## src/rtl/uart_irq_pkg.sv

```systemverilog
package uart_irq_pkg;

  localparam int NUM_SRC = 5;

  localparam logic [2:0] ADDR_DATA = 3'd0;
  localparam logic [2:0] ADDR_IER  = 3'd1;
  localparam logic [2:0] ADDR_IIR  = 3'd2;

  localparam logic [3:0] ID_LINE  = 4'h6;
  localparam logic [3:0] ID_TMO   = 4'hC;
  localparam logic [3:0] ID_RX    = 4'h4;
  localparam logic [3:0] ID_TX    = 4'h2;
  localparam logic [3:0] ID_MODEM = 4'h0;
  localparam logic [3:0] ID_NONE  = 4'h1;

  typedef struct packed {
    logic ierWr;
    logic thrWr;
    logic iirRd;
  } strobe_t;

  // Index 0 is the highest priority.
  function automatic logic [3:0] srcCode(input int idx);
    case (idx)
      0:       srcCode = ID_LINE;
      1:       srcCode = ID_TMO;
      2:       srcCode = ID_RX;
      3:       srcCode = ID_TX;
      default: srcCode = ID_MODEM;
    endcase
  endfunction

endpackage

```

## src/rtl/uart_irq_ctrl.sv

```systemverilog
module uart_irq_ctrl
  import uart_irq_pkg::*;
(
  input  logic       busWr,
  input  logic       busRd,
  input  logic [2:0] busAddr,
  output strobe_t    strb
);

  always_comb begin
    strb.thrWr = busWr && (busAddr == ADDR_DATA);
    strb.ierWr = busWr && (busAddr == ADDR_IER);
    strb.iirRd = busRd && (busAddr == ADDR_IIR);
  end

endmodule

```

## src/rtl/uart_irq_dp.sv

```systemverilog
module uart_irq_dp
  import uart_irq_pkg::*;
#(
  parameter int CNT_W = 5
) (
  input  logic             clk,
  input  logic             rstN,
  input  strobe_t          strb,
  input  logic [7:0]       wrData,
  input  logic [3:0]       lineErr,
  input  logic             dataReady,
  input  logic [CNT_W-1:0] rxCount,
  input  logic [CNT_W-1:0] trigLevel,
  input  logic             timeoutPend,
  input  logic             thrEmpty,
  input  logic             txEmptyEvt,
  input  logic [3:0]       msDelta,
  input  logic             fifoEn,
  output logic [7:0]       iirOut,
  output logic [3:0]       ierOut,
  output logic             irq
);

  logic [3:0]         ierQ;
  logic               txPend;
  logic [7:0]         iirQ;
  logic               irqQ;
  logic [NUM_SRC-1:0] srcReq;
  logic [3:0]         idNext;
  logic               unusedHi;

  assign unusedHi = ^wrData[7:4];

  // Enable register
  always_ff @(posedge clk) begin
    if (!rstN)           ierQ <= '0;
    else if (strb.ierWr) ierQ <= wrData[3:0];
  end

  // Transmit-empty pending flag
  always_ff @(posedge clk) begin
    if (!rstN)                                txPend <= 1'b0;
    else if (strb.thrWr)                      txPend <= 1'b0;
    else if (txEmptyEvt || (strb.ierWr && thrEmpty)) txPend <= 1'b1;
    else if (strb.iirRd && iirQ[3:0] == ID_TX) txPend <= 1'b0;
  end

  // Source requests, index 0 highest
  always_comb begin
    srcReq[0] = ierQ[2] && (|lineErr);
    srcReq[1] = ierQ[0] && timeoutPend;
    srcReq[2] = ierQ[0] && dataReady && (!fifoEn || (rxCount >= trigLevel));
    srcReq[3] = ierQ[1] && txPend;
    srcReq[4] = ierQ[3] && (|msDelta);
  end

  always_comb begin
    idNext = ID_NONE;
    for (int i = NUM_SRC - 1; i >= 0; i--) begin
      if (srcReq[i]) idNext = srcCode(i);
    end
  end

  always_ff @(posedge clk) begin
    if (!rstN) begin
      iirQ <= {4'h0, ID_NONE};
      irqQ <= 1'b0;
    end else begin
      iirQ <= {{2{fifoEn}}, 2'b00, idNext};
      irqQ <= (idNext != ID_NONE);
    end
  end

  assign iirOut = iirQ;
  assign ierOut = ierQ;
  assign irq    = irqQ;

  assert_ier_low_R2: assert property (@(posedge clk) disable iff (!rstN)
    strb.ierWr |=> ierQ == $past(wrData[3:0]));

  assert_line_top_R3: assert property (@(posedge clk) disable iff (!rstN)
    (ierQ[2] && (|lineErr)) |=> iirQ[3:0] == ID_LINE);

  assert_thr_clear_R7: assert property (@(posedge clk) disable iff (!rstN)
    strb.thrWr |=> !txPend);

  assert_iir_ack_R8: assert property (@(posedge clk) disable iff (!rstN)
    (strb.iirRd && iirQ[3:0] == ID_TX && !txEmptyEvt && !strb.ierWr) |=> !txPend);

  assert_fifo_bits_R9: assert property (@(posedge clk) disable iff (!rstN)
    fifoEn |=> iirQ[7:4] == 4'hC);

  assert_irq_line_R10: assert property (@(posedge clk) disable iff (!rstN)
    (idNext != ID_NONE) |=> irq);

endmodule

```

## src/rtl/uart_irq_arbiter.sv

```systemverilog
module uart_irq_arbiter
  import uart_irq_pkg::*;
#(
  parameter int FIFO_DEPTH = 16,
  localparam int CNT_W = $clog2(FIFO_DEPTH + 1)
) (
  input  logic             clk,
  input  logic             rstN,
  input  logic             busWr,
  input  logic             busRd,
  input  logic [2:0]       busAddr,
  input  logic [7:0]       busWrData,
  input  logic [3:0]       lineErr,
  input  logic             dataReady,
  input  logic [CNT_W-1:0] rxCount,
  input  logic [CNT_W-1:0] trigLevel,
  input  logic             timeoutPend,
  input  logic             thrEmpty,
  input  logic             txEmptyEvt,
  input  logic [3:0]       msDelta,
  input  logic             fifoEn,
  output logic [7:0]       iirOut,
  output logic [3:0]       ierOut,
  output logic             irq
);

  strobe_t strb;

  uart_irq_ctrl u_ctrl (
    .busWr   (busWr),
    .busRd   (busRd),
    .busAddr (busAddr),
    .strb    (strb)
  );

  uart_irq_dp #(.CNT_W(CNT_W)) u_dp (
    .clk         (clk),
    .rstN        (rstN),
    .strb        (strb),
    .wrData      (busWrData),
    .lineErr     (lineErr),
    .dataReady   (dataReady),
    .rxCount     (rxCount),
    .trigLevel   (trigLevel),
    .timeoutPend (timeoutPend),
    .thrEmpty    (thrEmpty),
    .txEmptyEvt  (txEmptyEvt),
    .msDelta     (msDelta),
    .fifoEn      (fifoEn),
    .iirOut      (iirOut),
    .ierOut      (ierOut),
    .irq         (irq)
  );

endmodule

```

## config.mk

```make
export PLATFORM = sky130hd
export DESIGN_NAME = uart_irq_arbiter
export DESIGN_NICKNAME = d
export VERILOG_FILES = /design/src/rtl/uart_irq_pkg.sv /design/src/rtl/uart_irq_ctrl.sv /design/src/rtl/uart_irq_dp.sv /design/src/rtl/uart_irq_arbiter.sv
export SDC_FILE = /design/constraint.sdc
export NUM_CORES = 1
export LEC_CHECK = 0
export BUFFER_PORTS_ARGS = -buffer_cell sky130_fd_sc_hd__buf_4
export CAP_MARGIN = 20
export CORE_ASPECT_RATIO = 0.9
export CORE_UTILIZATION = 37
export DETAILED_ROUTE_END_ITERATION = 6
export PLACE_DENSITY = 0.86
export SYNTH_ARGS = -nofsm -noshare
export SYNTH_HDL_FRONTEND = slang
export SYNTH_HIERARCHICAL = 1
export SYNTH_SLANG_ARGS = --single-unit
```

## constraint.sdc

```tcl
create_clock -name clk -period 1.95 [get_ports clk]
set_input_delay 0.39 -clock clk [delete_from_list [all_inputs] [get_ports clk]]
set_output_delay 0.39 -clock clk [all_outputs]
set_load 0.01 [all_outputs]
```

## Word-level counts from Yosys, hierarchy flattened

Index checks and enable logic that the tools add are counted.

- Bits in registers: 13
- Latch bits: 0
- ROM bits: 0
- Bits of input ports: 38
- Memories: 0
- Memory bits (writable): 0
- Output and inout port bits: 13
- Logic and storage cells: 37

- Shift-type cells: 0
- Muxes and demuxes: 7
- Div/mod/pow operators: 0
- Order comparisons: 1
- Add/subtract/negate cells: 0
- Bitwise operators: 1
- Eq/ne operators: 4
- Multiply operators: 0
- Reductions and logical operators: 19

Operators with widths:

| operator | count |
|---|---|
| logical AND 1 bit | 11 |
| two-way mux 4 bit | 2 |
| OR reduction 4 bit | 2 |
| greater-or-equal comparator 5 bit | 1 |
| equality test 4 x 2 -> 1 bit, second input constant | 1 |
| inequality test 4 x 1 -> 1 bit, second input constant | 1 |
| equality test 3 x 1 -> 1 bit, second input constant | 1 |
| equality test 3 x 2 -> 1 bit, second input constant | 1 |
| zero test 3 bit | 1 |
| two-way mux 1 bit | 3 |
| two-way mux 3 bit | 1 |
| logical OR 1 bit | 2 |
| two-way mux 2 bit | 1 |
| nonzero test 2 bit | 1 |
| OR reduction 2 bit | 1 |
| zero test 1 bit | 1 |
| inverter 1 bit | 1 |

## Logic depth before layout (Yosys ltp)

- Word-level depth: 8
- Mapped depth: 6
- Depth with buffers taken out: 6

## Cells and area by module

Netlist, hierarchy kept.

Modules (own cells, without submodules):

| module | cells an instance | sequential area each (um^2) | area an instance (um^2) | times used |
|---|---|---|---|---|
| uart_irq_dp | 60 | 220.2 | 578.1 | 1 |
| uart_irq_ctrl | 3 | 0.0 | 40.0 | 1 |

## Least setup slack after synthesis

No wires, ideal clock.

- Path kind: input port to flip-flop
- Start point: input trigLevel[2]
- End point: register u_dp.irqQ (netlist: u_dp/irq)
- Path slack: 0.487 ns
- Arrival time: 1.349 ns
- Library setup time: 0.115 ns
- Path buffers: 0
- Stages: 6
- Required time: 1.835 ns
- Cells stage by stage: inv_1 ha_1 a21o_1 a31oi_2 o221ai_2 o21a_1

- Longest elaborated chain between the ends: 7

Ends and longest elaborated chain:

| what | RTL line | source |
|---|---|---|
| from (decl) | uart_irq_arbiter.sv:16 | `input logic [CNT_W-1:0] trigLevel,` |
| greater-or-equal comparator 5 bit | uart_irq_dp.sv:52 | `srcReq[2] = ierQ[0] && dataReady && (!fifoEn \|\| (rxCount >= trigLevel));` |
| logical OR 1 bit | uart_irq_dp.sv:52 |  |
| logical AND 1 bit | uart_irq_dp.sv:52 |  |
| two-way mux 3 bit | uart_irq_dp.sv:60 | `if (srcReq[i]) idNext = srcCode(i);` |
| two-way mux 4 bit (2 in series) | uart_irq_dp.sv:60 |  |
| inequality test 4 x 1 -> 1 bit | uart_irq_dp.sv:70 | `irqQ <= (idNext != ID_NONE);` |
| to (signal assigned) | uart_irq_dp.sv:70 |  |
| to (decl) | uart_irq_dp.sv:27 | `logic irqQ;` |

No other way between the ends.
A chain may end at the register's enable or synchronous reset.

## Final worst setup path

- Start point: input rxCount[2]
- End point: register u_dp.iirQ[1] (netlist: u_dp/iirOut[1])

- Longest elaborated chain between the ends: 6

Ends and longest elaborated chain:

| what | RTL line | source |
|---|---|---|
| from (decl) | uart_irq_arbiter.sv:15 | `input logic [CNT_W-1:0] rxCount,` |
| greater-or-equal comparator 5 bit | uart_irq_dp.sv:52 |  |
| logical OR 1 bit | uart_irq_dp.sv:52 |  |
| logical AND 1 bit | uart_irq_dp.sv:52 |  |
| two-way mux 3 bit | uart_irq_dp.sv:60 |  |
| two-way mux 4 bit (2 in series) | uart_irq_dp.sv:60 |  |
| to (signal assigned) | uart_irq_dp.sv:66 | `iirQ <= {4'h0, ID_NONE};` |
| to (signal assigned) | uart_irq_dp.sv:69 | `iirQ <= {{2{fifoEn}}, 2'b00, idNext};` |
| to (decl) | uart_irq_dp.sv:26 | `logic [7:0] iirQ;` |

No other way between the ends.

==> flow_summary.json <==
{
  "worstPathMaxFanout": 4,
  "layout_commonest_cell": "buf_4",
  "wl_um": 1470,
  "post-route-period-util": 0.698,
  "post_cts_resized": 0,
  "min_period_ns": 1.36,
  "fp.dieW_um": 45.1,
  "r2r_cells": 4,
  "portBuffers": 44,
  "hold_violations": 0,
  "grt_pass1_wl_um": 2180,
  "status": "finished, final reports clean",
  "cp.required_ns": 2.13,
  "nets": 152,
  "synth.distinct_cells": 26,
  "grt_max_degree": 9,
  "num_vias": 606,
  "drive_above_1_share": 0.509,
  "vdd_drop_max_mv": 0.347,
  "min_path_cells": 2,
  "grt_overflow_total": 0,
  "numCtsBuffers": 3,
  "syn_area_um2": 618,
  "rsz0062_at_grt": "no",
  "first_global_vias": 529,
  "ant_nets": 0,
  "skew_ns": 0.00302,
  "worstHoldStart": "rstN",
  "htree_num_levels": 1,
  "min_to": "u_dp/iirOut[0]",
  "cts_root_buffer": "clkbuf_4",
  "gp_congestion": 0.669,
  "total_power_w": 0.000499,
  "syn2layout_area_growth_pct": 58.5,
  "clk_path_buf_depth": 2,
  "tns_ns": 0,
  "cts.clk_slew.worst_paths_ns": 0.06,
  "worstReg2RegStart": "u_dp/iirOut[0]",
  "rr_endpoint": "u_dp/txPend",
  "ys_seq_area_frac": 0.356,
  "ys_warn_count": 6,
  "syn_area_per_cell_um2": 9.81,
  "synth_seq_cells": 11,
  "arrival_ns": 1.54,
  "critical_path.startpoint": "rxCount[2]",
  "max_freq_ghz": 0.735,
  "start_kind": "input pin",
  "report.final.slew_viol_count": 0,
  "cts.sinks": 11,
  "crit_path_end_kind": "register",
  "cts_tree": "built",
  "p_per_area_nw_per_um2": 510,
  "cts_setup_buffers": 0,
  "fin_area_um2": 980,
  "die_h_um": 40.8,
  "syn_inst": 63,
  "setup_viol": 0,
  "core-area_um2": 1500,
  "hold_class": "in2reg",
  "dr.pass1.iters": 2,
  "drc": 0,
  "dieArea_um2": 1840,
  "rows": 13,
  "hpwl_um": 1260,
  "hold_buffers": 0,
  "antenna_found_initial": 0,
  "drtIter0Drc": 8,
  "grt_usage": 0.174,
  "p_leak_nw": 0.483,
  "num_io_pins": 51,
  "placed_area_um2": 953,
  "rrSetupSlack_ns": 0.79,
  "insertedDiodeCount": 0,
  "holdWs_ns": 0.358,
  "final_cell_mix": "44 x buf_4, 11 x dfxtp_1, 8 x inv_1",
  "cap_violations": 0,
  "vias_per_cell": 4.66,
  "path_class": "in2reg",
  "start_util": 0.413,
  "worstSkewPairLatency_ns": 0.26,
  "wl_per_cell_um": 11.3
}
==> per-stage QoR <==
stage               cells  setup WS [ns]   util
finish                130          0.589  0.655
global route          130          0.498  0.655
CTS                   130          0.579  0.655
detailed placement    126          0.306  0.637
global placement      126          0.326  0.637
floorplan              64          0.487      -
==> power by group <==
part	total (W)	internal, W	switching, W
Sequential	0.000236	0.000232	0.00000427
Clock	0.000148	0.0000791	0.0000688
Combinational	0.000115	0.0000713	0.0000441
Total	0.000499	0.000382	0.000117
==> worst max-delay path by stage <==
stage / endpoint
finish: u_dp/iirOut[1]
global route: u_dp/iirOut[1]
CTS: u_dp/iirOut[1]
detailed placement: u_dp/iirOut[1]
global placement: u_dp/irq
floorplan: u_dp/irq
==> state kept, by name, indices dropped and copies added (netlist names) <==
signal,flops
u_dp/irq,1
u_dp/txPend,1
u_dp/iirOut,5
u_dp/ierOut,4
==> metal layers <==
layer	up-vias	global-route usage	wire (um)
li1	308	-	-
met3	2	0.0837	102
met4	0	0.0303	9
met1	275	0.198	566
met2	21	0.304	787
met5	-	0	0
==> critical path: stages <==
cell,delay (ns)
buf_4,0.11
ha_1,0.31
a21o_1,0.17
a31oi_2,0.16
o221ai_2,0.17
o31ai_2,0.24
==> synthesized netlist by cell type <==
master / instances / area share
dfxtp_1: 11 / 0.36
inv_1: 8 / 0.049
ha_1: 5 / 0.10
nand2_1: 5 / 0.030
nor2_1: 5 / 0.030
mux2i_1: 4 / 0.065
buf_4: 3 / 0.036
and4bb_2: 2 / 0.040
nor3_1: 2 / 0.016
o21a_1: 2 / 0.024
a211oi_4: 1 / 0.032
a21o_1: 1 / 0.012
a221oi_1: 1 / 0.014
a31oi_2: 1 / 0.020
clkbuf_1: 1 / 0.0061
conb_1: 1 / 0.0061
nand2b_1: 1 / 0.010
nand3_1: 1 / 0.0081
nand4_1: 1 / 0.010
nor4b_1: 1 / 0.014
nor4b_2: 1 / 0.024
o21ai_1: 1 / 0.0081
o221ai_2: 1 / 0.024
o31ai_2: 1 / 0.020
o41ai_1: 1 / 0.014
o41ai_2: 1 / 0.026
==> area by class of cell <==
class,count,area (um^2)
clock buffer,4,26.3
timing repair buffer,44,330
tap,22,27.5
sequential,11,220
fill,123,517
inverter,8,30.0
multi-input combinational,41,345
==> cell families after synthesis <==
| kind of cell | share of synthesized area |
|---|---|
| multiplexers | 0.0648 |
| AND/OR/NAND/NOR | 0.184 |
| adder cells (fa/ha/maj) | 0.101 |
| buffers and inverters | 0.0911 |
| other | 0.00607 |
| flip-flops | 0.356 |
| AO/OA/AOI/OAI | 0.196 |
Note: power is estimated with default switching activity, not from simulation.
